===== config.mk =====
export PLATFORM = sky130hd
export DESIGN_NAME = lcd_com_scan
export DESIGN_NICKNAME = d
export VERILOG_FILES = /design/src/rtl/lcd_scan_pkg.sv /design/src/rtl/lcd_duty_decode.sv /design/src/rtl/lcd_row_timer.sv /design/src/rtl/lcd_com_drive.sv /design/src/rtl/lcd_com_scan.sv
export SDC_FILE = /design/constraint.sdc
export NUM_CORES = 1
export LEC_CHECK = 0
export ABC_CLOCK_PERIOD_IN_PS = 5300
export BUFFER_PORTS_ARGS = -buffer_cell sky130_fd_sc_hd__buf_4
export CAP_MARGIN = 0
export CELL_PAD_IN_SITES_DETAIL_PLACEMENT = 1
export CELL_PAD_IN_SITES_GLOBAL_PLACEMENT = 2
export CORE_MARGIN = 2
export CORE_UTILIZATION = 33
export DETAILED_ROUTE_END_ITERATION = 8
export HOLD_SLACK_MARGIN = 0.1
export PLACE_DENSITY = 0.73
export SLEW_MARGIN = 15
export SYNTH_ARGS = -nofsm -noshare
export SYNTH_HDL_FRONTEND = slang
export SYNTH_HIERARCHICAL = 1
export SYNTH_SLANG_ARGS = --single-unit
export TNS_END_PERCENT = 100

===== constraint.sdc =====
create_clock -name clk -period 5.3 [get_ports clk]
set_input_delay 1.06 -clock clk [delete_from_list [all_inputs] [get_ports clk]]
set_output_delay 1.06 -clock clk [all_outputs]
set_load 0.02 [all_outputs]

===== src/rtl/lcd_scan_pkg.sv =====
package lcd_scan_pkg;
  localparam int DUTY_W   = 3;
  localparam int ROWCNT_W = 5;
  localparam int CLKCNT_W = 16;

  localparam logic [DUTY_W-1:0] DUTY_R8  = 3'd0;
  localparam logic [DUTY_W-1:0] DUTY_R9  = 3'd1;
  localparam logic [DUTY_W-1:0] DUTY_R16 = 3'd2;
  localparam logic [DUTY_W-1:0] DUTY_R17 = 3'd3;
  localparam logic [DUTY_W-1:0] DUTY_R25 = 3'd4;

  typedef struct packed {
    logic [ROWCNT_W-1:0] rows;
    logic [CLKCNT_W-1:0] row_clks;
    logic                ext;
  } duty_cfg_t;
endpackage


===== src/rtl/lcd_duty_decode.sv =====
module lcd_duty_decode
  import lcd_scan_pkg::*;
#(
  parameter int ROW_CLK_8  = 400,
  parameter int ROW_CLK_16 = 200,
  parameter int ROW_CLK_25 = 160
) (
  input  logic [DUTY_W-1:0] code,
  output duty_cfg_t         cfg
);
  localparam logic [CLKCNT_W-1:0] C8  = CLKCNT_W'(ROW_CLK_8);
  localparam logic [CLKCNT_W-1:0] C16 = CLKCNT_W'(ROW_CLK_16);
  localparam logic [CLKCNT_W-1:0] C25 = CLKCNT_W'(ROW_CLK_25);

  always_comb begin
    case (code)
      DUTY_R8:  cfg = '{rows: ROWCNT_W'(8),  row_clks: C8,  ext: 1'b0};
      DUTY_R9:  cfg = '{rows: ROWCNT_W'(9),  row_clks: C8,  ext: 1'b1};
      DUTY_R17: cfg = '{rows: ROWCNT_W'(17), row_clks: C16, ext: 1'b1};
      DUTY_R25: cfg = '{rows: ROWCNT_W'(25), row_clks: C25, ext: 1'b1};
      default:  cfg = '{rows: ROWCNT_W'(16), row_clks: C16, ext: 1'b0};
    endcase
  end
endmodule


===== src/rtl/lcd_row_timer.sv =====
module lcd_row_timer
  import lcd_scan_pkg::*;
#(
  parameter int ROW_CLK_8  = 400,
  parameter int ROW_CLK_16 = 200,
  parameter int ROW_CLK_25 = 160
) (
  input  logic                clk,
  input  logic                rst,
  input  logic [DUTY_W-1:0]   duty_sel,
  output logic [ROWCNT_W-1:0] nxt_row,
  output logic                nxt_first,
  output logic                nxt_begin,
  output duty_cfg_t           nxt_cfg
);
  logic                run_q;
  logic [CLKCNT_W-1:0] clk_q, clk_d;
  logic [ROWCNT_W-1:0] row_q, row_d;
  logic [DUTY_W-1:0]   code_q, code_d;
  logic                row_end, frame_end;
  duty_cfg_t           cfg_cur, cfg_req;

  lcd_duty_decode #(.ROW_CLK_8(ROW_CLK_8), .ROW_CLK_16(ROW_CLK_16), .ROW_CLK_25(ROW_CLK_25))
    u_dec_cur (.code(code_q), .cfg(cfg_cur));
  lcd_duty_decode #(.ROW_CLK_8(ROW_CLK_8), .ROW_CLK_16(ROW_CLK_16), .ROW_CLK_25(ROW_CLK_25))
    u_dec_req (.code(duty_sel), .cfg(cfg_req));

  always_comb begin
    row_end   = (clk_q == cfg_cur.row_clks - 1'b1);
    frame_end = row_end && (row_q == cfg_cur.rows - 1'b1);
    nxt_begin = !run_q || frame_end;
    if (nxt_begin) begin
      clk_d  = '0;
      row_d  = '0;
      code_d = duty_sel;
    end else if (row_end) begin
      clk_d  = '0;
      row_d  = row_q + 1'b1;
      code_d = code_q;
    end else begin
      clk_d  = clk_q + 1'b1;
      row_d  = row_q;
      code_d = code_q;
    end
    nxt_first = (clk_d == '0);
    nxt_row   = row_d;
    nxt_cfg   = nxt_begin ? cfg_req : cfg_cur;
  end

  always_ff @(posedge clk) begin
    if (rst) begin
      run_q  <= 1'b0;
      clk_q  <= '0;
      row_q  <= '0;
      code_q <= DUTY_R16;
    end else begin
      run_q  <= 1'b1;
      clk_q  <= clk_d;
      row_q  <= row_d;
      code_q <= code_d;
    end
  end
endmodule


===== src/rtl/lcd_com_drive.sv =====
module lcd_com_drive
  import lcd_scan_pkg::*;
#(
  parameter int MAX_ROWS = 25,
  parameter int IDX_W    = $clog2(MAX_ROWS)
) (
  input  logic                clk,
  input  logic                rst,
  input  logic [ROWCNT_W-1:0] nxt_row,
  input  logic                nxt_first,
  input  logic                nxt_begin,
  input  duty_cfg_t           nxt_cfg,
  input  logic                com_rev,
  input  logic                seg_rev,
  output logic [MAX_ROWS-1:0] com_onehot,
  output logic [IDX_W-1:0]    row_idx,
  output logic                row_strobe,
  output logic                frame_start,
  output logic                frame_pol,
  output logic                icon_row,
  output logic                seg_dir
);
  logic                rev_q, rev_eff;
  logic [ROWCNT_W-1:0] last_row, idx_d;
  logic [MAX_ROWS-1:0] hot_d;

  always_comb begin
    rev_eff  = nxt_begin ? com_rev : rev_q;
    last_row = nxt_cfg.rows - 1'b1;
    idx_d    = rev_eff ? (last_row - nxt_row) : nxt_row;
  end

  for (genvar g = 0; g < MAX_ROWS; g++) begin : g_hot
    assign hot_d[g] = (idx_d == ROWCNT_W'(g));
  end

  always_ff @(posedge clk) begin
    if (rst) begin
      rev_q       <= 1'b0;
      com_onehot  <= '0;
      row_idx     <= '0;
      row_strobe  <= 1'b0;
      frame_start <= 1'b0;
      frame_pol   <= 1'b0;
      icon_row    <= 1'b0;
      seg_dir     <= 1'b0;
    end else begin
      rev_q       <= rev_eff;
      com_onehot  <= hot_d;
      row_idx     <= IDX_W'(idx_d);
      row_strobe  <= nxt_first;
      frame_start <= nxt_begin;
      icon_row    <= nxt_cfg.ext && (idx_d == last_row);
      if (nxt_begin) begin
        frame_pol <= ~frame_pol;
        seg_dir   <= seg_rev;
      end
    end
  end
endmodule


===== src/rtl/lcd_com_scan.sv =====
module lcd_com_scan
  import lcd_scan_pkg::*;
#(
  parameter int MAX_ROWS   = 25,
  parameter int ROW_CLK_8  = 400,
  parameter int ROW_CLK_16 = 200,
  parameter int ROW_CLK_25 = 160,
  parameter int IDX_W      = $clog2(MAX_ROWS)
) (
  input  logic                clk,
  input  logic                rst,
  input  logic [2:0]          duty_sel,
  input  logic                com_rev,
  input  logic                seg_rev,
  output logic [MAX_ROWS-1:0] com_onehot,
  output logic [IDX_W-1:0]    row_idx,
  output logic                row_strobe,
  output logic                frame_start,
  output logic                frame_pol,
  output logic                icon_row,
  output logic                seg_dir
);
  logic [ROWCNT_W-1:0] nxt_row;
  logic                nxt_first, nxt_begin;
  duty_cfg_t           nxt_cfg;

  lcd_row_timer #(
    .ROW_CLK_8(ROW_CLK_8), .ROW_CLK_16(ROW_CLK_16), .ROW_CLK_25(ROW_CLK_25)
  ) u_timer (
    .clk(clk), .rst(rst), .duty_sel(duty_sel),
    .nxt_row(nxt_row), .nxt_first(nxt_first), .nxt_begin(nxt_begin), .nxt_cfg(nxt_cfg)
  );

  lcd_com_drive #(.MAX_ROWS(MAX_ROWS), .IDX_W(IDX_W)) u_drive (
    .clk(clk), .rst(rst),
    .nxt_row(nxt_row), .nxt_first(nxt_first), .nxt_begin(nxt_begin), .nxt_cfg(nxt_cfg),
    .com_rev(com_rev), .seg_rev(seg_rev),
    .com_onehot(com_onehot), .row_idx(row_idx), .row_strobe(row_strobe),
    .frame_start(frame_start), .frame_pol(frame_pol), .icon_row(icon_row), .seg_dir(seg_dir)
  );
endmodule


# Word-level counts from Yosys, hierarchy flattened
# Index checks and enable logic that the tools add are counted.
op_classes:
  n_shift: 0
  mul: 0
  add_sub_neg: 6
  bitwise: 1
  muxes: 10
  reduce_logical: 8
  n_eq_ne: 33
  n_div: 0
  magnitude_cmp: 0
op_table:
  columns: ["operator", "count"]
  rows:
  - ["$pmux 22 s4", 2]
  - ["$eq 5x5->1 const B", 9]
  - ["$eq 5x4->1 const B", 8]
  - ["$mux 16", 2]
  - ["$mux 22", 1]
  - ["$eq 5x3->1 const B", 4]
  - ["$add 16x1->16 const B", 1]
  - ["$eq 16x16->1", 1]
  - ["$logic_not 16->1", 1]
  - ["$sub 16x1->16 const B", 1]
  - ["$mux 5", 3]
  - ["$eq 5x2->1 const B", 2]
  - ["$eq 5x5->1", 2]
  - ["$sub 5x1->5 const B", 2]
  - ["$eq 3x1->1 const B", 2]
  - ["$eq 3x2->1 const B", 2]
  - ["$eq 3x3->1 const B", 2]
  - ["$logic_not 3->1", 2]
  - ["$add 5x1->5 const B", 1]
  - ["$eq 5x1->1 const B", 1]
  - ["$logic_not 5->1", 1]
  - ["$sub 5x5->5", 1]
  - ["$logic_and 1x1->1", 2]
  - ["$mux 1", 2]
  - ["3 further kinds", 3]
totals:
  romBits: 0
  ram_bits: 0
  latchBits: 0
  out_inout_bits: 35
  mem_count: 0
  inputBits: 7
  reg_bits: 61

# Longest topological paths before layout
# Gate-level depths: netlist of run 1.
logic_depth:
  word_depth: 12
  mapped_depth: 23

# Modules after synthesis
# The synthesis of run 1 kept the hierarchy.
by_module_without_submodules:
  columns: ["module", "instances", "area_per_inst_um2", "seq_area_each_um2", "cells_each"]
  rows:
  - ["lcd_row_timer", 1, 2263.4, 500.5, 279]
  - ["lcd_com_drive", 1, 1496.4, 720.7, 146]
  - ["lcd_duty_decode", 2, 172.7, 0.0, 25]

# Worst setup path before layout of run 1
# No wires, ideal clock.
synth_timing:
  path_type: "reg2reg"
  startpoint: "register u_timer.code_q[2]"
  endpoint: "register u_drive.com_onehot[0]"
  arrival_ns: 4.929
  stages_incl_launch_ff: 23
  path_buffers: 2
  required_time_ns: 5.235
  slack_ns: 0.306
  cell_sequence: "dfxtp_1 nor3b_2 a21o_1 buf_4 inv_1 ha_1 nor2b_1 or3_1 a311oi_1 o211a_1 nand4_1 nand2_2 buf_4 mux2_2 inv_1 ha_1 fa_1 nand2b_1 a21oi_2 xor2_2 nor3b_4 mux2i_4 nor2_1"
synth_lines:
  columns: ["element", "line_no", "rtl"]
  rows:
  - ["start: declaration", "lcd_row_timer.sv:19", "logic [DUTY_W-1:0] code_q, code_d;"]
  - ["start signal: assignment", "lcd_row_timer.sv:60", "code_q <= code_d;"]
  - ["end signal: assignment", "lcd_com_drive.sv:49", "com_onehot <= hot_d;"]
  - ["end: declaration", "lcd_com_drive.sv:15", "output logic [MAX_ROWS-1:0] com_onehot,"]

==> flow_summary.json, run 1 <==
{
  "track_usage_pct": 15.51,
  "slowest_delay_ps": 540,
  "max_slew_margin_pct": 50.79,
  "comb_power_share_pct": 19.0,
  "path_cells": "or2_1 > inv_2 > or4b_4 > a221o_1 > nor4b_4 > nand4_1 > nand2_2 > mux2_2 > inv_1 > ha_1 > fa_1 > nand2b_1 > a21oi_2 > xor2_2 > buf_4 > o31ai_4 > mux2i_4 > nor2_1",
  "netlist_area_sq_um": 3812,
  "cts_hold_buf": 0,
  "maxUsedRoutingLayer": "met4",
  "initial_core_util_pct": 33.53,
  "status": "complete, no violations",
  "power.switching_uw": 375.2,
  "tritoncts": "yes",
  "worstSetupStartpointType": "flip-flop",
  "synth_cells": 443,
  "fmax_ghz": 0.1997,
  "maxSlewViolCount": 0,
  "die-area_sq_um": 12430,
  "clock_path_buffers": 2,
  "htree_levels": 3,
  "grt_overflow": 0,
  "wl_met3_um": 188,
  "worst_path_max_delay_cell": "or4b_4",
  "via_count": 3116,
  "insertion_delay_ps": 340,
  "end_kind": "flip-flop",
  "core_sq_um": 11370,
  "wl_per_cell_um": 14.76,
  "rows": 39,
  "gp_routability_congestion": 0.7572,
  "crit_type": "reg2reg",
  "antenna_found_initial": 0,
  "dp_cells": 606,
  "grt_pass1_vias": 3063,
  "path_clk_slew_ps": 60,
  "ios": 42,
  "p_leak_nw": 1.848,
  "ir_worst_vdd_v": 0.0001752,
  "hpwl_um": 7086,
  "antennaDiodeCount": 0,
  "root_buffer": "clkbuf_16",
  "grt_max_degree": 22,
  "first_iter_violations": 66,
  "switching_share_pct": 29.78,
  "clkPwrFrac_pct": 43.0,
  "period_needed_ps": 5007,
  "area_growth_pct": 18.15,
  "io_buffers": 41,
  "hp-class": "reg2reg",
  "fin_area_sq_um": 4504,
  "final_cells": 629,
  "clock_skew_ps": 10.45,
  "wirelength_um": 9282,
  "final.period_utilization_pct": 94.48,
  "tightest_slew_ps": 717.7,
  "path_max_fanout": 11,
  "reg2reg_from": "u_timer/code_q[1]$_SDFFE_PP1N_",
  "die_x_um": 111.5,
  "first_pass_iters": 4,
  "wl_met1_um": 4508,
  "fin_nets": 498,
  "cp.arrival_ps": 5220,
  "postPlaceCellArea_sq_um": 4134,
  "setup_viol": 0,
  "route.detailed.drc": 0,
  "critical_path_required_ps": 5510,
  "p_seq_share_pct": 38.0,
  "ys_warn_count": 6,
  "power.density_nw_per_um2": 279.7,
  "p_int_uw": 884.6,
  "critPathLaunch": "u_timer/code_q[1]$_SDFFE_PP1N_",
  "worstHoldStart": "u_drive/seg_dir$_SDFFE_PP0P_",
  "avgSynthCellArea_sq_um": 8.606,
  "cts.sinks": 61,
  "grt_pass1_wl_um": 15220,
  "cts_made_buffers": 9,
  "drive_gt1_share_pct": 21.60,
  "viasPerCell": 4.954,
  "ant_nets": 0,
  "drv_cap": 0,
  "hold_violations": 0,
  "die_h_um": 111.5,
  "met2_length_um": 4402
}
-- layout by cell type (no fill, tap or decap), types with 6 or more instances in the layout --
| master | instances |
|---|---|
| or3_1 | 7 |
| mux2_2 | 6 |
| a21oi_1 | 7 |
| ha_1 | 9 |
| nor3_1 | 15 |
| and3_1 | 6 |
| inv_1 | 16 |
| buf_4 | 52 |
| xor2_1 | 25 |
| nor2_1 | 75 |
| nand3_1 | 10 |
| conb_1 | 15 |
| clkbuf_16 | 9 |
| xnor2_1 | 24 |
| nor2b_1 | 7 |
| nand2_1 | 23 |
| o21ai_0 | 9 |
| nand4_1 | 6 |
| mux2i_1 | 6 |
| dfxtp_1 | 61 |
-- cell type report --
cell class	count	area [sq um]
multi-input combinational	338	2366
inverter	19	71.32
sequential	61	1221
timing repair buffer	52	390.4
clock buffer	9	225.2
clock inverter	7	51.30
fill	1352	6865
tap	143	178.9
-- per-stage QoR --
stage	util [%]	power (mW)	setup slack, ps	setup TNS (ps)	hold WS (ps)
2_1_floorplan	-	0.6690	412.0	0	457.2
3_3_place_gp	36.36	0.7055	289.7	0	476.4
3_5_place_dp	36.36	0.7112	146.5	0	493.4
4_1_cts	38.79	1.263	77.03	0	506.1
5_1_grt	39.62	1.317	-12.11	-22.56	533.1
6_report	39.62	1.260	292.7	0	501.2
-- metal layers --
layer | track usage [%] | up-vias
li1 | - | 1557
met1 | 20.15 | 1524
met2 | 24.63 | 24
met3 | 3.430 | 11
met4 | 7.160 | 0
met5 | 0 | -
-- worst max-delay path: cells and delay by family (launching register included) --
kind / cells / cell delay [ps]
AO/OA/AOI/OAI: 3 / 700
XOR/XNOR: 1 / 200
adder cells (fa/ha/maj): 2 / 690
buffers and inverters: 3 / 360
flip-flops: 1 / 430
multiplexers: 2 / 710
AND/OR/NAND/NOR: 7 / 1790
-- what timing repair did --
item,CTS,global route
setup endpoints to repair,0,28
gates resized for setup,0,6
setup buffers,0,7
-- power by group through the flow --
stage | Clock [mW] | Combinational [mW] | Sequential, mW
after global placement | 0 | 0.218 | 0.488
after floorplan | 0 | 0.170 | 0.499
after detailed placement | 0 | 0.223 | 0.489
after CTS | 0.560 | 0.225 | 0.479
after global routing | 0.576 | 0.262 | 0.480
final | 0.542 | 0.239 | 0.479
-- sequential cells by signal (all words and copies together), names as in the netlist --
| name | count |
|---|---|
| u_drive/com_onehot | 25 |
| u_drive/frame_pol | 1 |
| u_drive/frame_start | 1 |
| u_drive/icon_row | 1 |
| u_drive/rev_q | 1 |
| u_drive/row_idx | 5 |
| u_drive/row_strobe | 1 |
| u_drive/seg_dir | 1 |
| u_timer/clk_q | 16 |
| u_timer/code_q | 3 |
| u_timer/row_q | 5 |
| u_timer/run_q | 1 |
-- final timing paths --
kind | to | depth (start not counted) | slack (ps)
max | u_drive/com_onehot[2]$_SDFF_PP0_ | 18 | 290
min | u_drive/seg_dir$_SDFFE_PP0P_ | 2 | 500
max reg2reg | u_drive/com_onehot[2]$_SDFF_PP0_ | 18 | 290
min reg2reg | u_drive/seg_dir$_SDFFE_PP0P_ | 2 | 500
(Power assumes the default switching activity.)
==> inputs of run 2 (changes only) <==
--- a/config.mk
+++ b/config.mk
@@ -10,6 +10,7 @@
 export CAP_MARGIN = 0
 export CELL_PAD_IN_SITES_DETAIL_PLACEMENT = 1
 export CELL_PAD_IN_SITES_GLOBAL_PLACEMENT = 2
+export CORE_ASPECT_RATIO = 0.5
 export CORE_MARGIN = 2
 export CORE_UTILIZATION = 33
 export DETAILED_ROUTE_END_ITERATION = 8
==> flow_summary.json, run 2 (same netlist as run 1, synthesis figures left out) <==
{
  "path_cells": "or2_1 > inv_2 > or4b_4 > a221o_1 > or4b_4 > nor4b_4 > xnor2_1 > nor2_1 > ha_1 > fa_1 > nand2b_1 > a21oi_2 > xor2_2 > nor3b_4 > mux2i_4 > buf_12 > nor2_1",
  "crit_type": "reg2reg",
  "regMostFlops": "u_drive/com_onehot",
  "maxSlewViolCount": 0,
  "post-route-util_pct": 40.53,
  "hp-class": "reg2reg",
  "path_max_fanout": 11,
  "gp_routability_congestion": 0.8330,
  "route.detailed.drc": 0,
  "initial_core_util_pct": 34.30,
  "clock_path_buffers": 2,
  "die_h_um": 80,
  "reg2reg_to": "u_drive/com_onehot[22]$_SDFF_PP0_",
  "min_to": "u_drive/seg_dir$_SDFFE_PP0P_",
  "antenna_found_initial": 0,
  "grt_overflow": 0,
  "tritoncts": "yes",
  "via_count": 3041,
  "grt_max_degree": 22,
  "slowest_delay_ps": 570,
  "rr_worst_depth": 17,
  "drv_cap": 0,
  "clock_skew_ps": 6.723,
  "htree_levels": 3,
  "root_buffer": "clkbuf_16",
  "rows": 27,
  "first_iter_violations": 142,
  "wirelength_um": 9313,
  "insertion_delay_ps": 330,
  "first_pass_iters": 4,
  "core_sq_um": 11110,
  "power.density_nw_per_um2": 294.1,
  "worst-path-buf-inv": 2,
  "tightest_slew_ps": 691.3,
  "ios": 42,
  "end_kind": "flip-flop",
  "path_clk_slew_ps": 60,
  "antennaDiodeCount": 0,
  "hpwl_um": 6886,
  "fmax_ghz": 0.1993,
  "viasPerCell": 4.827,
  "final.period_utilization_pct": 94.68,
  "ant_nets": 0,
  "whs_path_depth": 2,
  "status": "complete, no violations",
  "path_delay_family": "simple AND/OR/NAND/NOR gates",
  "p_total_mw": 1.325,
  "io_buffers": 41,
  "drive_gt1_share_pct": 20.82,
  "worstSetupStartpointType": "flip-flop",
  "layout_commonest_cell": "nor2_1",
  "grt_pass1_wl_um": 15850,
  "fin_nets": 497,
  "die-area_sq_um": 12480,
  "cp.arrival_ps": 5280,
  "max_slew_margin_pct": 52.60,
  "reg2reg_from": "u_timer/code_q[1]$_SDFFE_PP1N_",
  "largest_reg_flops": 25,
  "cts.sinks": 61,
  "wl_per_cell_um": 14.78,
  "period_needed_ps": 5018,
  "final_cell_mix": "75 x nor2_1, 61 x dfxtp_1, 50 x buf_4",
  "rsz0062_at_grt": "no",
  "worst_path_max_delay_cell": "or4b_4",
  "hold_violations": 0,
  "grt_pass1_vias": 3119,
  "critical_path_required_ps": 5560,
  "track_usage_pct": 16.24,
  "reg_top3": "u_drive/com_onehot (25), u_timer/clk_q (16)",
  "area_growth_pct": 18.15,
  "setup_viol": 0,
  "ir_worst_vdd_v": 0.0001542,
  "cts_made_buffers": 9,
  "reg2reg_slack_ps": 280,
  "whs_ps": 501.9,
  "worstHoldStart": "u_drive/seg_dir$_SDFFE_PP0P_",
  "setup_tns_ps": 0,
  "die_x_um": 156.0,
  "p_leak_nw": 1.854
}
-- run 2: worst reg2reg max path, delay by kind of cell (launching register included) --
family | cells | cell delay, ps
muxes | 1 | 120
adders and majority gates | 2 | 620
xor gates and xnor gates | 2 | 500
AOI/OAI and AO/OA | 2 | 580
DFF | 1 | 390
and+or+nand+nor | 8 | 2480
buffers and inverters | 2 | 270
-- run 2: repair_timing --
action | in CTS | in global routing
hold buffers | 0 | 0
setup endpoints to repair | 0 | 24
buffers inserted | 0 | 4
gates resized for setup | 0 | 1
-- run 2: worst max-delay path by stage --
stage / slack (ps) / start / cells after the start / endpoint
2_1_floorplan: 410 / u_timer/code_q[2]$_SDFFE_PP0N_ / 22 / u_drive/com_onehot[0]$_SDFF_PP0_
3_3_place_gp: 360 / u_timer/code_q[1]$_SDFFE_PP1N_ / 17 / u_drive/com_onehot[22]$_SDFF_PP0_
3_5_place_dp: 250 / u_timer/code_q[2]$_SDFFE_PP0N_ / 17 / u_drive/com_onehot[22]$_SDFF_PP0_
4_1_cts: 230 / u_timer/code_q[1]$_SDFFE_PP1N_ / 17 / u_drive/com_onehot[22]$_SDFF_PP0_
5_1_grt: 6 / u_timer/code_q[1]$_SDFFE_PP1N_ / 17 / u_drive/com_onehot[22]$_SDFF_PP0_
6_report: 280 / u_timer/code_q[1]$_SDFFE_PP1N_ / 17 / u_drive/com_onehot[22]$_SDFF_PP0_
-- run 2: area by class of cell --
cell class	instances	area (sq um)
well taps	145	181.4
inverters	19	71.32
repair buffers	51	395.4
clock buffers	9	225.2
multi-input cells	338	2331
fillers	1345	6610
flip-flops and latches	61	1221
clock inverters	7	78.83
-- run 2: routing by layer --
| metal | vias to the layer above | share of wire (%) | GRT usage [%] |
|---|---|---|---|
| met5 | - | 0 | 0 |
| met1 | 1428 | 52 | 21.95 |
| met2 | 37 | 45 | 26.24 |
| met4 | 0 | 0.90 | 4.128 |
| met3 | 11 | 3.0 | 3.746 |
| li1 | 1565 | - | - |
-- run 2: per-stage QoR --
| stage | cell area, sq um | cells | worst slack (ps) |
|---|---|---|---|
| after global routing | 4504 | 630 | 6.059 |
| after detailed placement | 4151 | 610 | 250.0 |
| final | 4504 | 630 | 281.9 |
| after global placement | 4151 | 610 | 357.9 |
| after CTS | 4456 | 626 | 233.5 |
| after floorplan | 3857 | 455 | 412.0 |
-- run 2: power by group --
group          switching [mW]  internal [mW]
Combinational           0.139         0.0983
Sequential            0.00720          0.471
Clock                   0.238          0.371
Total                   0.385          0.940
==> inputs of run 3 (changes only) <==
--- a/config.mk
+++ b/config.mk
@@ -10,12 +10,12 @@
 export CAP_MARGIN = 0
 export CELL_PAD_IN_SITES_DETAIL_PLACEMENT = 1
 export CELL_PAD_IN_SITES_GLOBAL_PLACEMENT = 2
-export CORE_ASPECT_RATIO = 0.5
+export CORE_ASPECT_RATIO = 0.75
 export CORE_MARGIN = 2
 export CORE_UTILIZATION = 33
 export DETAILED_ROUTE_END_ITERATION = 8
 export HOLD_SLACK_MARGIN = 0.1
-export PLACE_DENSITY = 0.73
+export PLACE_DENSITY = 0.74
 export SLEW_MARGIN = 15
 export SYNTH_ARGS = -nofsm -noshare
 export SYNTH_HDL_FRONTEND = slang
==> flow_summary.json, run 3 (same netlist as run 1, synthesis figures left out) <==
{
  "hold_violations": 0,
  "min_to": "u_drive/seg_dir$_SDFFE_PP0P_",
  "initial_core_util_pct": 34.32,
  "first_iter_violations": 107,
  "clock_path_buffers": 2,
  "path_max_fanout": 8,
  "root_buffer": "clkbuf_16",
  "worst_path_max_delay_cell": "or4b_4",
  "die_h_um": 97.09,
  "postPlaceCellArea_sq_um": 4153,
  "clock_skew_ps": 7.892,
  "path_cells": "a21o_1 > buf_4 > nor3_1 > and4_1 > o2111ai_1 > or4b_4 > nor4b_4 > xnor2_1 > nor2_1 > ha_1 > fa_1 > nand2b_1 > a21oi_4 > xor2_4 > nor3b_4 > mux2i_4 > nor2_1",
  "maxSlewViolCount": 0,
  "fillCellCount": 1294,
  "status": "complete, no violations",
  "cts.sinks": 61,
  "path_clk_slew_ps": 60,
  "die-area_sq_um": 12440,
  "reg2reg_slack_ps": 300,
  "die_x_um": 128.1,
  "htree_levels": 3,
  "grt_pass1_vias": 3190,
  "place_worst_setup_slack_ps": 60.74,
  "cts_made_buffers": 9,
  "tightest_slew_ps": 1019,
  "whs_path_depth": 2,
  "core_sq_um": 11110,
  "hpwl_um": 7860,
  "cp.arrival_ps": 5240,
  "dp_cells": 606,
  "fin_nets": 494,
  "track_usage_pct": 17.33,
  "fmax_ghz": 0.2002,
  "fin_area_sq_um": 4501,
  "drive_gt1_share_pct": 20.95,
  "layout_commonest_cell": "nor2_1",
  "area_growth_pct": 18.05,
  "insertion_delay_ps": 320,
  "viasPerCell": 4.920,
  "worstSetupStartpointType": "flip-flop",
  "final_cell_mix": "75 x nor2_1, 61 x dfxtp_1, 48 x buf_4",
  "rr_worst_depth": 17,
  "final.setup.worst_slack_ps": 304.6,
  "grt_overflow": 0,
  "seq_area_sq_um": 1221,
  "setup_viol": 0,
  "tritoncts": "yes",
  "end_kind": "flip-flop",
  "first_pass_iters": 4,
  "post_cts_buffers": 0,
  "critical_path_required_ps": 5550,
  "reg2reg_to": "u_drive/com_onehot[21]$_SDFF_PP0_",
  "post-route-util_pct": 40.52,
  "worstHoldStart": "u_drive/seg_dir$_SDFFE_PP0P_",
  "final_cells": 622,
  "rows": 33,
  "slowest_delay_ps": 560,
  "antennaDiodeCount": 0,
  "regMostFlops": "u_drive/com_onehot",
  "gp_routability_congestion": 0.8697,
  "grt_pass1_wl_um": 17120,
  "io_buffers": 41,
  "reg2reg_from": "u_timer/code_q[0]$_SDFFE_PP0N_",
  "p_leak_nw": 1.838,
  "power.density_nw_per_um2": 292.9,
  "hp-class": "reg2reg",
  "wl_per_cell_um": 16.33,
  "max_slew_margin_pct": 32.05,
  "grt_max_degree": 21,
  "cpMostUsedCell": "nor2_1",
  "final.period_utilization_pct": 94.25,
  "reg_top3": "u_drive/com_onehot (25), u_timer/clk_q (16)",
  "via_count": 3060,
  "period_needed_ps": 4995,
  "ant_nets": 0,
  "largest_reg_flops": 25,
  "wirelength_um": 10160,
  "multiInputGateArea_sq_um": 2366,
  "ios": 42,
  "setup_tns_ps": 0,
  "route.detailed.drc": 0,
  "ir_worst_vdd_v": 0.0001962,
  "drv_cap": 0,
  "antenna_found_initial": 0,
  "crit_type": "reg2reg"
}
## run 3: cell type report
cell class / count / share of cell area (%)
multi-input cells: 338 / 52.57
repair buffers: 48 / 8.007
inverters: 19 / 1.585
clock inverters: 7 / 1.807
well taps: 140 / 3.892
flip-flops and latches: 61 / 27.13
clock buffers: 9 / 5.004
## run 3: how the worst max path moves through the flow
stage | from | to | slack (ps)
3_3_place_gp | u_timer/code_q[1]$_SDFFE_PP1N_ | u_drive/com_onehot[23]$_SDFF_PP0_ | 150
2_1_floorplan | u_timer/code_q[2]$_SDFFE_PP0N_ | u_drive/com_onehot[0]$_SDFF_PP0_ | 410
4_1_cts | u_timer/code_q[1]$_SDFFE_PP1N_ | u_drive/com_onehot[21]$_SDFF_PP0_ | 20
3_5_place_dp | u_timer/code_q[1]$_SDFFE_PP1N_ | u_drive/com_onehot[21]$_SDFF_PP0_ | 60
6_report | u_timer/code_q[0]$_SDFFE_PP0N_ | u_drive/com_onehot[21]$_SDFF_PP0_ | 300
5_1_grt | u_timer/code_q[0]$_SDFFE_PP0N_ | u_drive/com_onehot[5]$_SDFF_PP0_ | -9
## run 3: per-stage QoR
| step | power, mW | hold slack (ps) |
|---|---|---|
| floorplan | 0.6690 | 457.2 |
| global placement | 0.7113 | 487.4 |
| detailed placement | 0.7153 | 494.5 |
| CTS | 1.322 | 514.1 |
| global route | 1.382 | 527.5 |
| finish | 1.318 | 510.0 |
## run 3: layer usage
metal	wire length (um)	vias up	GRT usage, %	part of all wire (%)
met5	0	-	0	0
met4	89	0	4.396	0.88
met3	292	7	3.744	2.9
met2	4043	36	24.02	40
met1	5732	1463	26.75	56
li1	-	1554	-	-
## run 3: worst max-delay path, delay by kind of cell (launching register included)
| kind | cells | cell delay [ps] |
|---|---|---|
| muxes | 1 | 180 |
| buffers and inverters | 1 | 190 |
| adders and majority gates | 2 | 660 |
| xor gates and xnor gates | 2 | 470 |
| DFF | 1 | 340 |
| and+or+nand+nor | 8 | 2390 |
| AOI/OAI and AO/OA | 3 | 680 |
## run 3: what timing repair did
action / in CTS / in global routing
hold endpoints to repair: 0 / 0
gates resized for setup: 0 / 6
hold buffers: 0 / 0
setup endpoints to repair: 0 / 28
## run 3: where the power goes
part           switching [mW]  internal [mW]  leakage, nW
registers             0.00779          0.471        0.495
logic                   0.149         0.0919         1.20
clock network           0.228          0.370        0.147
